$ cat config.mk
export PLATFORM = sky130hd
export DESIGN_NAME = cmpl_irq_counter
export DESIGN_NICKNAME = d
export VERILOG_FILES = /design/src/rtl/cmpl_pkg.sv /design/src/rtl/cmpl_done_ctr.sv /design/src/rtl/cmpl_ack_reg.sv /design/src/rtl/cmpl_irq_fsm.sv /design/src/rtl/cmpl_irq_counter.sv
export SDC_FILE = /design/constraint.sdc
export NUM_CORES = 1
export LEC_CHECK = 0
export ABC_CLOCK_PERIOD_IN_PS = 4200
export BUFFER_PORTS_ARGS = -buffer_cell sky130_fd_sc_hd__buf_2
export CAP_MARGIN = 20
export CORE_UTILIZATION = 37
export DETAILED_ROUTE_END_ITERATION = 10
export HOLD_SLACK_MARGIN = 0.03
export PLACE_DENSITY = 0.93
export SYNTH_ARGS = -nofsm -noshare
export SYNTH_HDL_FRONTEND = slang
export SYNTH_SLANG_ARGS = --single-unit
$ cat constraint.sdc
create_clock -name clk -period 4.2 [get_ports clk]
set_input_delay 0.21 -clock clk [delete_from_list [all_inputs] [get_ports clk]]
set_output_delay 0.21 -clock clk [all_outputs]
set_load 0.01 [all_outputs]
$ cat src/rtl/cmpl_pkg.sv
package cmpl_pkg;
    localparam int WORD_W       = 32;
    localparam int CNT_W        = 6;
    localparam int DONE_LSB     = 0;
    localparam int FLAG_BIT     = 8;
    localparam int PROC_LSB     = 16;
    localparam int LEVEL_BIT    = 28;
    localparam int IEN_BIT      = 29;
    localparam int LIST_IEN_BIT = 31;

    typedef enum logic [1:0] {
        IRQ_IDLE  = 2'd0,
        IRQ_LEVEL = 2'd1,
        IRQ_PULSE = 2'd2,
        IRQ_HELD  = 2'd3
    } irq_state_e;
endpackage

$ cat src/rtl/cmpl_done_ctr.sv
module cmpl_done_ctr #(
    parameter int CNT_W = 6
) (
    input  logic             clk,
    input  logic             rst_n,
    input  logic             evt_i,
    output logic [CNT_W-1:0] done_o
);
    localparam logic [CNT_W-1:0] ONE = CNT_W'(1);

    // Hardware-owned count: no write path exists, so software cannot lose it.
    always_ff @(posedge clk or negedge rst_n) begin
        if (!rst_n) begin
            done_o <= '0;
        end else if (evt_i) begin
            done_o <= done_o + ONE;
        end
    end
endmodule

$ cat src/rtl/cmpl_ack_reg.sv
module cmpl_ack_reg #(
    parameter int CNT_W = 6
) (
    input  logic             clk,
    input  logic             rst_n,
    input  logic             evt_i,
    input  logic             wr_en_i,
    input  logic [CNT_W-1:0] proc_wr_i,
    input  logic             flag_wr_i,
    output logic [CNT_W-1:0] proc_o,
    output logic             flag_o
);
    always_ff @(posedge clk or negedge rst_n) begin
        if (!rst_n) begin
            proc_o <= '0;
        end else if (wr_en_i) begin
            proc_o <= proc_wr_i;
        end
    end

    // An event outranks a clearing write in the same cycle.
    always_ff @(posedge clk or negedge rst_n) begin
        if (!rst_n) begin
            flag_o <= 1'b0;
        end else if (evt_i) begin
            flag_o <= 1'b1;
        end else if (wr_en_i && !flag_wr_i) begin
            flag_o <= 1'b0;
        end
    end
endmodule

$ cat src/rtl/cmpl_irq_fsm.sv
module cmpl_irq_fsm
    import cmpl_pkg::*;
(
    input  logic clk,
    input  logic rst_n,
    input  logic pending_i,
    input  logic level_i,
    output logic irq_o
);
    irq_state_e state_q;
    irq_state_e state_d;

    always_ff @(posedge clk or negedge rst_n) begin
        if (!rst_n) begin
            state_q <= IRQ_IDLE;
        end else begin
            state_q <= state_d;
        end
    end

    always_comb begin
        state_d = state_q;
        unique case (state_q)
            IRQ_IDLE: begin
                if (pending_i) begin
                    state_d = level_i ? IRQ_LEVEL : IRQ_PULSE;
                end
            end
            IRQ_LEVEL: begin
                if (!pending_i) begin
                    state_d = IRQ_IDLE;
                end else if (!level_i) begin
                    state_d = IRQ_HELD;
                end
            end
            IRQ_PULSE: begin
                if (!pending_i) begin
                    state_d = IRQ_IDLE;
                end else begin
                    state_d = level_i ? IRQ_LEVEL : IRQ_HELD;
                end
            end
            IRQ_HELD: begin
                if (!pending_i) begin
                    state_d = IRQ_IDLE;
                end else if (level_i) begin
                    state_d = IRQ_LEVEL;
                end
            end
            default: state_d = IRQ_IDLE;
        endcase
    end

    always_comb begin
        irq_o = (state_q == IRQ_LEVEL) || (state_q == IRQ_PULSE);
    end
endmodule

$ cat src/rtl/cmpl_irq_counter.sv
module cmpl_irq_counter
    import cmpl_pkg::*;
#(
    parameter int W_WORD   = WORD_W,
    parameter int W_CNT    = CNT_W,
    parameter int P_DONE   = DONE_LSB,
    parameter int P_FLAG   = FLAG_BIT,
    parameter int P_PROC   = PROC_LSB,
    parameter int P_LEVEL  = LEVEL_BIT,
    parameter int P_IEN    = IEN_BIT,
    parameter int P_LIEN   = LIST_IEN_BIT
) (
    input  logic              clk,
    input  logic              rst_n,
    input  logic              evt_i,
    input  logic              wr_en_i,
    input  logic [W_WORD-1:0] wr_data_i,
    input  logic [W_WORD-1:0] cfg_i,
    output logic [W_WORD-1:0] stat_o,
    output logic              irq_o
);
    logic [W_CNT-1:0] done_cnt;
    logic [W_CNT-1:0] proc_cnt;
    logic             act_flag;
    logic             enabled;
    logic             pending;
    logic             unused_bits;

    cmpl_done_ctr #(.CNT_W(W_CNT)) u_done (
        .clk    (clk),
        .rst_n  (rst_n),
        .evt_i  (evt_i),
        .done_o (done_cnt)
    );

    cmpl_ack_reg #(.CNT_W(W_CNT)) u_ack (
        .clk       (clk),
        .rst_n     (rst_n),
        .evt_i     (evt_i),
        .wr_en_i   (wr_en_i),
        .proc_wr_i (wr_data_i[P_PROC +: W_CNT]),
        .flag_wr_i (wr_data_i[P_FLAG]),
        .proc_o    (proc_cnt),
        .flag_o    (act_flag)
    );

    assign enabled = cfg_i[P_IEN] && cfg_i[P_LIEN];
    assign pending = enabled && ((done_cnt != proc_cnt) || act_flag);

    cmpl_irq_fsm u_fsm (
        .clk       (clk),
        .rst_n     (rst_n),
        .pending_i (pending),
        .level_i   (cfg_i[P_LEVEL]),
        .irq_o     (irq_o)
    );

    always_comb begin
        stat_o                     = '0;
        stat_o[P_DONE +: W_CNT]    = done_cnt;
        stat_o[P_PROC +: W_CNT]    = proc_cnt;
        stat_o[P_FLAG]             = act_flag;
    end

    // Bits of the words that carry no meaning for this block.
    assign unused_bits = ^{wr_data_i, cfg_i};
endmodule

# After elaboration in Yosys (flattened, before gate mapping)
# Index checks and enable logic that the tools add are counted.
[totals]
input_bits = 68
register_bits = 15
[classes]
n_reduce_logical = 9
mux = 11
n_addsub = 1
n_eq_ne = 7
[op_table]
columns = ["cell", "count"]
rows = [
  ["$mux 2", 8],
  ["$pmux 2 s4", 1],
  ["$add 6x1->6 const B", 1],
  ["$ne 3x3->1 const B", 2],
  ["$ne 6x6->1", 1],
  ["$eq 2x2->1 const B", 2],
  ["$logic_and 1x1->1", 3],
  ["$reduce_and 3->1", 1],
  ["$eq 2x1->1 const B", 1],
  ["$logic_not 2->1", 1],
  ["$logic_or 1x1->1", 2],
  ["$mux 1", 2],
  ["$ne 2x1->1 const B", 1],
  ["$reduce_bool 2->1", 1],
  ["$logic_not 1->1", 1],
]

# Longest topological paths before layout
# Gate-level depths: netlist of run 1.
[logic_depth]
depth_word = 5
ltp_mapped = 7
depth_no_buf = 7

# By module
# Synthesis of run 1 repeated with hierarchy kept, for this count alone.
[unflattened]
cells_unflattened = 87
hier_area_um2 = 987.2
[by_module_without_submodules]
columns = ["mod", "n_inst", "area_each_um2", "seq_area_each_um2", "cells_per_inst"]
rows = [
  ["cmpl_ack_reg", 1, 290.3, 175.2, 16],
  ["cmpl_done_ctr", 1, 250.2, 150.1, 18],
  ["cmpl_irq_counter", 1, 225.2, 0.0, 30],
  ["cmpl_irq_fsm", 1, 221.5, 50.0, 23],
]

# Least setup slack after synthesis of run 1
# No wires, ideal clock.
[synth_timing]
path_type = "reg2reg"
from = "register u_done.done_o[3]"
to = "register u_fsm.state_q[0]"
t_required_ns = 4.081
arrival_ns = 1.425
path_slack_ns = 2.656
path_stages_with_launch = 6
setup_ns = 0.119
cell_sequence = "dfrtp_1 > xor2_1 > nor4_2 > a41oi_2 > mux2i_1 > o21a_1"
[synth_via]
elab_chain_len = 5
elab_cells_between_ends = 11
cone_classes = "eq/ne: 4; mux: 4; reduce/logical: 3"
[synth_rtl]
columns = ["element", "line_no", "text"]
rows = [
  ["start, declared", "cmpl_done_ctr.sv:7", "output logic [CNT_W-1:0] done_o"],
  ["start signal, assigned", "cmpl_done_ctr.sv:16", "done_o <= done_o + ONE;"],
  ["$ne 6x6->1 *", "cmpl_irq_counter.sv:48", "assign pending = enabled && ((done_cnt != proc_cnt) || act_flag);"],
  ["$logic_or 1x1->1 *", "cmpl_irq_counter.sv:48", ""],
  ["$logic_and 1x1->1 *", "cmpl_irq_counter.sv:48", ""],
  ["$mux 2, or another cell as far along", "cmpl_irq_fsm.sv:44", "if (!pending_i) begin"],
  ["$pmux 2 s4 / $reduce_and 3->1 (equally long branches)", "-", ""],
  ["end signal, assigned", "cmpl_irq_fsm.sv:17", "state_q <= state_d;"],
  ["end, declared", "cmpl_irq_fsm.sv:10", "irq_state_e state_q;"],
]
# Every way passes the cells marked *; elsewhere a longest branch is shown, timed or not.
# A chain may end at the register's enable or synchronous reset.

# Final worst setup path of run 1
# Ends and elaborated chain as after synthesis.

==> results.json, run 1 <==
{
  "synth_seq_cells": 15,
  "routabilityCongestion": 0.6887,
  "synth-main-ff-cell": "dfrtp_1",
  "powerDensity_mw_per_mm2": 586.8,
  "endpoint_kind": "flop",
  "insertion_delay_ns": 0.29,
  "fin_area_mm2": 0.001082,
  "path_class": "reg -> reg",
  "hold_path_depth": 2,
  "cp.arrival_ns": 1.91,
  "regArea_um2": 375.4,
  "worstReg2RegEnd": "u_fsm.state_q[0]",
  "yosysUniqueCellTypes": 22,
  "synth_warnings": 0,
  "ys_seq_area_share_pct": 39.16,
  "synthCells": 87,
  "synth-simple-area-share_pct": 8.094,
  "synth_top_cell_by_area": "dfrtp_1",
  "area_growth_pct": 12.92,
  "synth.area.top_cells": "dfrtp_1 (39%), buf_4 (16%), mux2_2 (9.4%)",
  "drc": 0,
  "clk_root_buffer_cell": "clkbuf_4",
  "grt_start_max_net_pins": 16,
  "hold_viol": 0,
  "dp.cells": 141,
  "hpwlAfterDp_um": 1425,
  "critPathLaunchType": "flop",
  "placed_area_mm2": 0.001045,
  "synth_top_area_share_pct": 39.16,
  "tns_ns": 0,
  "layout-drive-gt1-share_pct": 35.34,
  "fmax_mhz": 582.0,
  "grt_pass1_vias": 647,
  "drtIter0Drc": 9,
  "min_to": "u_ack.proc_o[3]",
  "dieArea_mm2": 0.002798,
  "die_h_um": 52.90,
  "core_mm2": 0.002455,
  "p_total_uw": 635.1,
  "slew_violations": 0,
  "cts_tree": "built",
  "grt_pass1_wl_um": 2953,
  "multi_input_area_um2": 489.2,
  "cts_setup_buffers": 0,
  "clockBufferDepth": 2,
  "min_period_ns": 1.718,
  "syn_area_um2": 958.4,
  "synth_top_family_by_area": "buffers and inverters",
  "clkTransAtPathRegs_ns": 0.09,
  "finalCritPeriodShare_pct": 40.91,
  "async_reset_ff_share_pct": 100.0,
  "cts.sinks": 15,
  "hold_class": "in -> reg",
  "io_pins": 101,
  "regToRegSetupSlack_ns": 2.48,
  "synth_mux_area_share_pct": 12.53,
  "final_common_cell": "buf_2",
  "setup_violations": 0,
  "rsz0062_at_grt": "false",
  "final_nets": 191,
  "antenna_found_initial": 0,
  "worstPathMaxFanout": 5,
  "synth_compound_area_share_pct": 5.091,
  "via_per_inst": 4.651,
  "fill_cells": 231,
  "ant_nets": 0,
  "die_w_um": 52.90,
  "wl_um": 1831,
  "cts-htree-levels": 1,
  "vdd_drop_max_mv": 0.3821,
  "dr.pass1.iters": 4,
  "synth.avg_cell_area_um2": 11.02,
  "wl_per_cell_um": 12.54,
  "rr_worst_depth": 5,
  "port_buffers": 27,
  "timing.rr.start": "u_done.done_o[3]",
  "initial_core_util_pct": 39.04,
  "grt.total_usage_pct": 15.22,
  "numCtsBuffers": 3,
  "leakagePower_uw": 0.0005390,
  "overflow": 0,
  "most-common-layout-cells": "buf_2 (27), conb_1 (19), dfrtp_1 (15), mux2_2 (8)",
  "cap_violations": 0,
  "final_cells": 146,
  "core.rowCount": 18,
  "yosys.area_share.adder_pct": 7.833,
  "vias": 679,
  "n_antenna_cell": 0,
  "ctsResizeCount": 0,
  "status": "completed",
  "synth_xor_area_share_pct": 10.05,
  "hp-start": "wr_data_i[19]",
  "synth_edf_count": 0,
  "cp.required_ns": 4.39,
  "utilization_pct": 44.09,
  "finClkSkew_ns": 0.002440
}
-- layout make-up --
class	count	area share [%]
clock buffers	3	2.081
flip-flops and latches	15	34.68
clock inverters	1	0.4624
multi-input cells	67	45.20
repair buffers	28	13.41
inverters	2	0.6936
well taps	30	3.468
-- critical path, cell delays in order (launching register included) --
cell	delay, ns
dfrtp_1	0.45
xor2_1	0.20
nor4_2	0.35
a41oi_2	0.23
mux2i_1	0.19
o21a_1	0.19
-- repair_timing --
| action | in CTS | in global routing |
|---|---|---|
| endpoints found under the setup margin | 0 | 0 |
| hold endpoints to repair | 15 | 0 |
| hold buffers | 1 | 0 |
-- layer usage --
layer | track usage [%] | part of all wire (%)
met1 | 16.70 | 39
met2 | 28.48 | 52
met3 | 4.885 | 8.8
met4 | 2.632 | 0.66
met5 | 0 | 0
-- power breakdown --
group	leakage, uW	internal (uW)	switching, uW
Sequential	0.000177	191	64.2
Combinational	0.000345	142	153
Clock	0.0000177	35.5	49.5
-- kinds of logic (layout without fill, tap and decap cells) --
kind of cell / count (synthesis) / in the layout
AO/OA/AOI/OAI: 6 / 6
flip-flops: 15 / 15
XOR/XNOR: 11 / 11
other: 1 / 19
buffers and inverters: 23 / 34
AND/OR/NAND/NOR: 14 / 14
multiplexers: 11 / 11
adder cells (fa/ha/maj): 6 / 6
-- how the worst max path moves through the flow --
stage,start,slack (ns),end,cells after the start
4_1_cts,u_done.done_o[3],2.47,u_fsm.state_q[0],5
3_3_place_gp,u_done.done_o[3],2.57,u_fsm.state_q[1],5
3_5_place_dp,u_done.done_o[3],2.49,u_fsm.state_q[0],5
2_1_floorplan,u_done.done_o[3],2.66,u_fsm.state_q[0],5
6_report,u_done.done_o[3],2.48,u_fsm.state_q[0],5
5_1_grt,u_done.done_o[3],2.39,u_fsm.state_q[1],5
-- through the flow --
stage          worst slack [ns]  hold WS [ns]
6_report                  2.482        0.1459
5_1_grt                   2.389        0.1269
4_1_cts                   2.470        0.1402
3_5_place_dp              2.488        0.1338
3_3_place_gp              2.568        0.1239
2_1_floorplan             2.656      -0.08559
-- synthesized netlist by cell type, types with 2 or more instances --
library cell,instances
a21oi_1,2
inv_1,2
o21a_1,2
dfrtp_1,15
nand4_1,2
ha_1,6
mux2i_1,3
buf_4,20
xnor2_1,6
nor2_1,3
nand2_1,3
mux2_2,8
nand2b_1,2
xor2_1,5
-- state kept, by name, summed over array words and instances, names as in the netlist --
name / cells
u_ack.proc_o: 6
u_done.done_o: 6
u_fsm.state_q: 2
u_ack.flag_o: 1
No activity file was read; power rests on OpenSTA's default activity.
==> inputs of run 2 (changes only) <==
--- a/config.mk
+++ b/config.mk
@@ -5,13 +5,14 @@
 export SDC_FILE = /design/constraint.sdc
 export NUM_CORES = 1
 export LEC_CHECK = 0
-export ABC_CLOCK_PERIOD_IN_PS = 4200
+export ABC_CLOCK_PERIOD_IN_PS = 1500
 export BUFFER_PORTS_ARGS = -buffer_cell sky130_fd_sc_hd__buf_2
 export CAP_MARGIN = 20
-export CORE_UTILIZATION = 37
+export CORE_ASPECT_RATIO = 2
+export CORE_UTILIZATION = 31
 export DETAILED_ROUTE_END_ITERATION = 10
 export HOLD_SLACK_MARGIN = 0.03
-export PLACE_DENSITY = 0.93
+export PLACE_DENSITY = 0.84
 export SYNTH_ARGS = -nofsm -noshare
 export SYNTH_HDL_FRONTEND = slang
 export SYNTH_SLANG_ARGS = --single-unit
==> constraint.sdc (replaced) <==
create_clock -name clk -period 1.5 [get_ports clk]
set_input_delay 0.075 -clock clk [delete_from_list [all_inputs] [get_ports clk]]
set_output_delay 0.075 -clock clk [all_outputs]
set_load 0.01 [all_outputs]
==> run 2 against run 1 <==
The run now ends with setup timing left. Largest cell class unchanged. Total power rose to 3.1 times the previous value. Combinational power grew to 3.3 times the previous value. Sequential share of layout area down 2.6 points. Clock-buffer cell count grew 1. Largest power group unchanged. Critical path depth stayed put. Routed wire length is 13% lower.
==> results.json, run 2 (synthesis gave the netlist of run 1 again) <==
{
  "pwr-share-comb_pct": 49.9,
  "multi_input_area_um2": 505.5,
  "clkTransAtPathRegs_ns": 0.06,
  "hold_path_depth": 2,
  "cts.sinks": 15,
  "dr.pass1.iters": 3,
  "io_pins": 101,
  "cp.arrival_ns": 1.71,
  "worstPathMaxFanout": 3,
  "grt.total_usage_pct": 10.58,
  "die_h_um": 80.64,
  "critPathLaunchType": "flop",
  "cp.required_ns": 1.63,
  "power_switching_share_pct": 37.53,
  "fin_area_mm2": 0.001179,
  "cp_top_family": "flip-flops",
  "layout-drive-gt1-share_pct": 41.13,
  "path_class": "reg -> reg",
  "port_buffers": 27,
  "setup_violations": 2,
  "grt_start_max_net_pins": 16,
  "hold_class": "in -> reg",
  "path_depth": 5,
  "grt_pass1_wl_um": 2442,
  "regArea_um2": 377.9,
  "p_seq_share_pct": 34.2,
  "switchingPower_uw": 736.3,
  "fill_cells": 292,
  "drtIter0Drc": 8,
  "routabilityCongestion": 0.7456,
  "via_per_inst": 4.383,
  "postLayoutSetupSlackWorst_ns": -0.07602,
  "placed_area_mm2": 0.001100,
  "clkPwrFrac_pct": 15.9,
  "drc": 0,
  "cap_violations": 0,
  "core.rowCount": 28,
  "wl_per_cell_um": 10.39,
  "ant_nets": 0,
  "min_period_ns": 1.576,
  "powerDensity_mw_per_mm2": 1665,
  "slowest_stage": "dfrtp_2",
  "slowest_delay_ns": 0.42,
  "leakagePower_uw": 0.0005842,
  "clk_root_buffer_cell": "clkbuf_8",
  "final_nets": 199,
  "status": "finished with violations",
  "core_mm2": 0.002943,
  "fmax_mhz": 634.5,
  "reg_top3": "u_ack.proc_o: 6 flops, u_done.done_o: 6 flops, u_fsm.state_q: 2 flops",
  "final_cells": 154,
  "final_common_cell": "buf_2",
  "rr_worst_depth": 5,
  "grt_pass1_vias": 601,
  "vias": 675,
  "area_growth_pct": 22.98,
  "rsz0062_at_grt": "true",
  "die_w_um": 41.32,
  "initial_core_util_pct": 32.57,
  "cts_tree": "built",
  "endpoint_kind": "flop",
  "antenna_found_initial": 0,
  "dp.cells": 148,
  "utilization_pct": 40.05,
  "numCtsBuffers": 3,
  "finalCritPeriodShare_pct": 105.1,
  "dieArea_mm2": 0.003331,
  "clockBufferDepth": 2,
  "cts-htree-levels": 1,
  "wl_um": 1600,
  "violations": "setup timing",
  "hold_viol": 0,
  "slew_violations": 0,
  "tns_ns": -0.1392,
  "vdd_drop_max_mv": 0.7373,
  "path_cells": "xor2_2, nor4_4, a41oi_2, mux2i_1, o21a_1",
  "hpwlAfterDp_um": 1296,
  "finClkSkew_ns": 0.0008683,
  "critPathBufInv": 0,
  "insertion_delay_ns": 0.24,
  "n_antenna_cell": 0,
  "most-common-layout-cells": "buf_2 (27), conb_1 (19), dfrtp_1 (13), mux2_2 (8), buf_4 (8)",
  "overflow": 0,
  "intPower_uw": 1226
}
## run 2: final cells by class
class	count	area share, %
multi-input cells	67	42.89
flip-flops and latches	15	32.06
repair buffers	36	17.41
clock buffers	4	3.822
well taps	30	3.185
inverters	2	0.6369
## run 2: per-stage QoR
| step | setup WS (ns) | hold WS, ns | total power (uW) |
|---|---|---|---|
| final | -0.07602 | 0.06456 | 1962 |
| after global routing | -0.1264 | 0.06301 | 2155 |
| after CTS | -0.1011 | 0.06048 | 1954 |
| after detailed placement | -0.08495 | -0.004225 | 1628 |
| after global placement | -0.06604 | -0.01224 | 1597 |
| after floorplan | 0.009412 | -0.2206 | 1305 |
## run 2: worst paths after layout
| check | slack [ns] | startpoint | to |
|---|---|---|---|
| worst min register to register | 0.51 | u_done.done_o[5] | u_done.done_o[5] |
| max in group asynchronous | 0.97 | rst_n | u_done.done_o[0] |
| min in group asynchronous | 0.26 | rst_n | u_ack.proc_o[3] |
| worst max-delay path | -0.08 | u_done.done_o[0] | u_fsm.state_q[0] |
| worst max register to register | -0.08 | u_done.done_o[0] | u_fsm.state_q[0] |
| worst min-delay path | 0.06 | wr_data_i[17] | u_ack.proc_o[1] |
## run 2: power groups by stage
stage | Sequential, uW | Clock (uW) | Combinational, uW
3_5_place_dp | 671 | 0 | 957
4_1_cts | 666 | 324 | 964
2_1_floorplan | 740 | 0 | 565
6_report | 672 | 312 | 979
3_3_place_gp | 667 | 0 | 929
5_1_grt | 689 | 345 | 1120
## run 2: what timing repair did
action,in CTS,in global routing
hold endpoints to repair,15,0
pin swaps,0,2
buffers inserted,0,1
endpoints found under the setup margin,2,2
hold buffers,1,0
gates resized for setup,0,2
## run 2: routing by layer
| layer | GRT usage (%) | routed length [um] | vias to the layer above | share of wire [%] |
|---|---|---|---|---|
| met5 | 0 | 0 | - | 0 |
| met4 | 4.839 | 21 | 0 | 1.3 |
| met3 | 1.657 | 81 | 2 | 5.1 |
| met2 | 18.44 | 932 | 31 | 58 |
| met1 | 11.34 | 565 | 322 | 35 |
| li1 | - | - | 320 | - |
## run 2: worst register-to-register path, delay by kind of cell (launching register included)
family,cells,cell delay [ns]
flops,1,0.42
compound gates,2,0.40
simple gates,1,0.28
xor+xnor,1,0.19
mux,1,0.18
==> inputs of run 3 (changes only) <==
--- a/config.mk
+++ b/config.mk
@@ -5,14 +5,15 @@
 export SDC_FILE = /design/constraint.sdc
 export NUM_CORES = 1
 export LEC_CHECK = 0
+export ABC_AREA = 1
 export ABC_CLOCK_PERIOD_IN_PS = 1500
 export BUFFER_PORTS_ARGS = -buffer_cell sky130_fd_sc_hd__buf_2
 export CAP_MARGIN = 20
 export CORE_ASPECT_RATIO = 2
-export CORE_UTILIZATION = 31
+export CORE_UTILIZATION = 32
 export DETAILED_ROUTE_END_ITERATION = 10
 export HOLD_SLACK_MARGIN = 0.03
-export PLACE_DENSITY = 0.84
+export PLACE_DENSITY = 0.85
 export SYNTH_ARGS = -nofsm -noshare
 export SYNTH_HDL_FRONTEND = slang
 export SYNTH_SLANG_ARGS = --single-unit
==> run 3 against run 2 <==
The flow now finishes without violations. Clock-buffer cell count shrank 1. Sequential share of layout area down 0.064 points. Non-clock buffer count down 6. Final cell count grew 23%. Combinational power shrank 16%.
==> results.json, run 3 <==
{
  "status": "completed",
  "synth_mux_area_share_pct": 0,
  "synth_seq_cells": 15,
  "drtIter0Drc": 7,
  "dp.cells": 182,
  "path_class": "reg -> reg",
  "via_per_inst": 4.487,
  "rr_worst_depth": 6,
  "finalCritPeriodShare_pct": 94.22,
  "layout-drive-gt1-share_pct": 32.08,
  "synth.area.top_cells": "dfrtp_1 (37%), buf_4 (15%), nand2_1 (11%)",
  "timing.rr.start": "u_fsm.state_q[0]",
  "cts.sinks": 15,
  "synth_warnings": 0,
  "synth_top_cell_by_area": "dfrtp_1",
  "vias": 848,
  "yosysMostFrequentCell": "nand2_1",
  "ys_seq_area_share_pct": 37.04,
  "synth.avg_cell_area_um2": 7.918,
  "utilization_pct": 39.79,
  "switchingPower_uw": 770.1,
  "finClkSkew_ns": 0.006188,
  "synth_edf_count": 0,
  "insertion_delay_ns": 0.25,
  "die_w_um": 41.80,
  "clkPwrFrac_pct": 17.4,
  "synth-main-ff-cell": "dfrtp_1",
  "hold_viol": 0,
  "synth_top_area_share_pct": 37.04,
  "reg_top3": "u_ack.proc_o: 6 flops, u_done.done_o: 6 flops, u_fsm.state_q: 2 flops",
  "async_reset_ff_share_pct": 100.0,
  "rsz0062_at_grt": "true",
  "regToRegSetupSlack_ns": 0.09,
  "slowest_delay_ns": 0.37,
  "slowest_stage": "dfrtp_1",
  "io_pins": 101,
  "worstPathMaxFanout": 4,
  "pwr-share-comb_pct": 45.1,
  "initial_core_util_pct": 34.03,
  "core.rowCount": 28,
  "slew_violations": 0,
  "dr.pass1.iters": 4,
  "wl_per_cell_um": 10.89,
  "worstReg2RegEnd": "u_fsm.state_q[0]",
  "numCtsBuffers": 3,
  "clockBufferDepth": 2,
  "critPathLaunchType": "flop",
  "yosys-top-cells-count": "nand2_1 (30), buf_4 (20), inv_1 (20), dfrtp_1 (15), o21ai_0 (8)",
  "synth-simple-area-share_pct": 20.49,
  "synth_xor_area_share_pct": 4.321,
  "path_cells": "inv_1, ha_1, o31ai_1, o21ai_1, nand2_2, o21ai_2",
  "min_period_ns": 1.413,
  "syn_area_mm2": 0.001013,
  "yosysUniqueCellTypes": 22,
  "crit_start": "u_fsm.state_q[0]",
  "setup_violations": 0,
  "clkTransAtPathRegs_ns": 0.06,
  "area_growth_pct": 16.91,
  "synthCells": 128,
  "cp.required_ns": 1.62,
  "vdd_drop_max_mv": 0.3544,
  "port_buffers": 27,
  "n_antenna_cell": 0,
  "fmax_mhz": 707.6,
  "leakagePower_uw": 0.0006724,
  "grt.total_usage_pct": 12.46,
  "synth_top_family_by_area": "buffers and inverters",
  "grt_pass1_vias": 771,
  "critPathBufInv": 1,
  "hold_class": "in -> reg",
  "cap_violations": 0,
  "grt_pass1_wl_um": 3084,
  "clk_root_buffer_cell": "clkbuf_8",
  "overflow": 0,
  "cts-htree-levels": 1,
  "cts_tree": "built",
  "powerDensity_mw_per_mm2": 1539,
  "cp.arrival_ns": 1.54,
  "routabilityCongestion": 0.7982,
  "ant_nets": 0,
  "endpoint_kind": "flop",
  "core_mm2": 0.002978,
  "path_depth": 6,
  "final_cells": 189,
  "power_switching_share_pct": 42.24,
  "crit_path_end": "u_fsm.state_q[0]",
  "drc": 0,
  "dieArea_mm2": 0.003410,
  "wl_um": 2059,
  "most-common-layout-cells": "nand2_1 (27), buf_2 (27), conb_1 (19), inv_1 (17), dfrtp_1 (12)",
  "cp_top_family": "compound AO/OA/AOI/OAI gates",
  "intPower_uw": 1053,
  "hpwlAfterDp_um": 1662,
  "die_h_um": 81.59,
  "p_seq_share_pct": 37.5,
  "antenna_found_initial": 0,
  "final_nets": 234,
  "yosys.area_share.adder_pct": 7.407,
  "synth_compound_area_share_pct": 7.407,
  "grt_start_max_net_pins": 16
}
## run 3: cell count changes after synthesis, moves of 2 or more
cell and delta:
nand2_2 +4, o21ai_0 +8, o21a_1 -2, mux2_2 -8
mux2i_1 -3, nor2_1 -2, inv_1 +18, nand2_1 +27
xnor2_1 -6, nand2b_1 -2, nand3_1 +5
## run 3: worst min-delay path by stage
stage | startpoint | to | slack (ns) | cells after the start
final | wr_data_i[16] | u_ack.proc_o[0] | 0.04 | 3
after global routing | wr_data_i[16] | u_ack.proc_o[0] | 0.05 | 3
after floorplan | rst_n | u_ack.flag_o | -0.22 | 0
after CTS | wr_data_i[21] | u_ack.proc_o[5] | 0.04 | 3
after detailed placement | rst_n | u_ack.proc_o[5] | -0.008 | 1
after global placement | rst_n | u_ack.proc_o[5] | -0.007 | 1
## run 3: area by class of cell
class	count	area, um^2
inverter	21	78.83
fill	301	1793
clock buffer	3	41.29
timing repair buffer	30	160.2
tap	30	37.54
sequential	15	379.1
clock inverter	1	5.005
multi-input combinational	89	483.0
## run 3: per-stage QoR
stage | setup slack, ns | hold slack (ns) | area (um^2) | TNS, ns | total power [uW]
final | 0.08676 | 0.03669 | 1185 | 0 | 1823
after global routing | -0.01388 | 0.05104 | 1185 | -0.02193 | 1980
after CTS | 0.04446 | 0.03646 | 1156 | 0 | 1775
after detailed placement | 0.05856 | -0.007732 | 1100 | 0 | 1448
after global placement | 0.07655 | -0.007434 | 1100 | 0 | 1411
after floorplan | 0.1859 | -0.2206 | 1081 | 0 | 1218
## run 3: timing repair
action / in CTS / in global routing
hold buffers: 1 / 0
endpoints found under the hold margin: 15 / 0
endpoints found under the setup margin: 0 / 3
resized for setup: 0 / 11
buffers inserted: 0 / 2
## run 3: logic make-up after synthesis
kind of cell               Yosys count
buffers and inverters               42
adders and majority gates            6
DFF                                 15
other                                1
xor gates and xnor gates             5
AOI/OAI and AO/OA                   13
and+or+nand+nor                     46
## run 3: power groups by stage
stage          registers (uW)  clock network, uW  logic [uW]
2_1_floorplan             695                  0         524
3_3_place_gp              672                  0         739
4_1_cts                   672                328         775
3_5_place_dp              678                  0         770
5_1_grt                   704                345         932
6_report                  683                318         822
## run 3: routing by layer
layer | vias up | global-route usage (%) | share of wire (%)
met5 | - | 0 | 0
met4 | 0 | 9.677 | 3.4
met3 | 6 | 3.077 | 7.0
met2 | 40 | 24.69 | 57
met1 | 382 | 9.809 | 32
li1 | 420 | - | -
## run 3: tightest hold or removal path: cells and delay by family
kind / cells / cell delay [ns]
AOI/OAI and AO/OA: 1 / 0.06
and+or+nand+nor: 1 / 0.04
buffers and inverters: 1 / 0.08
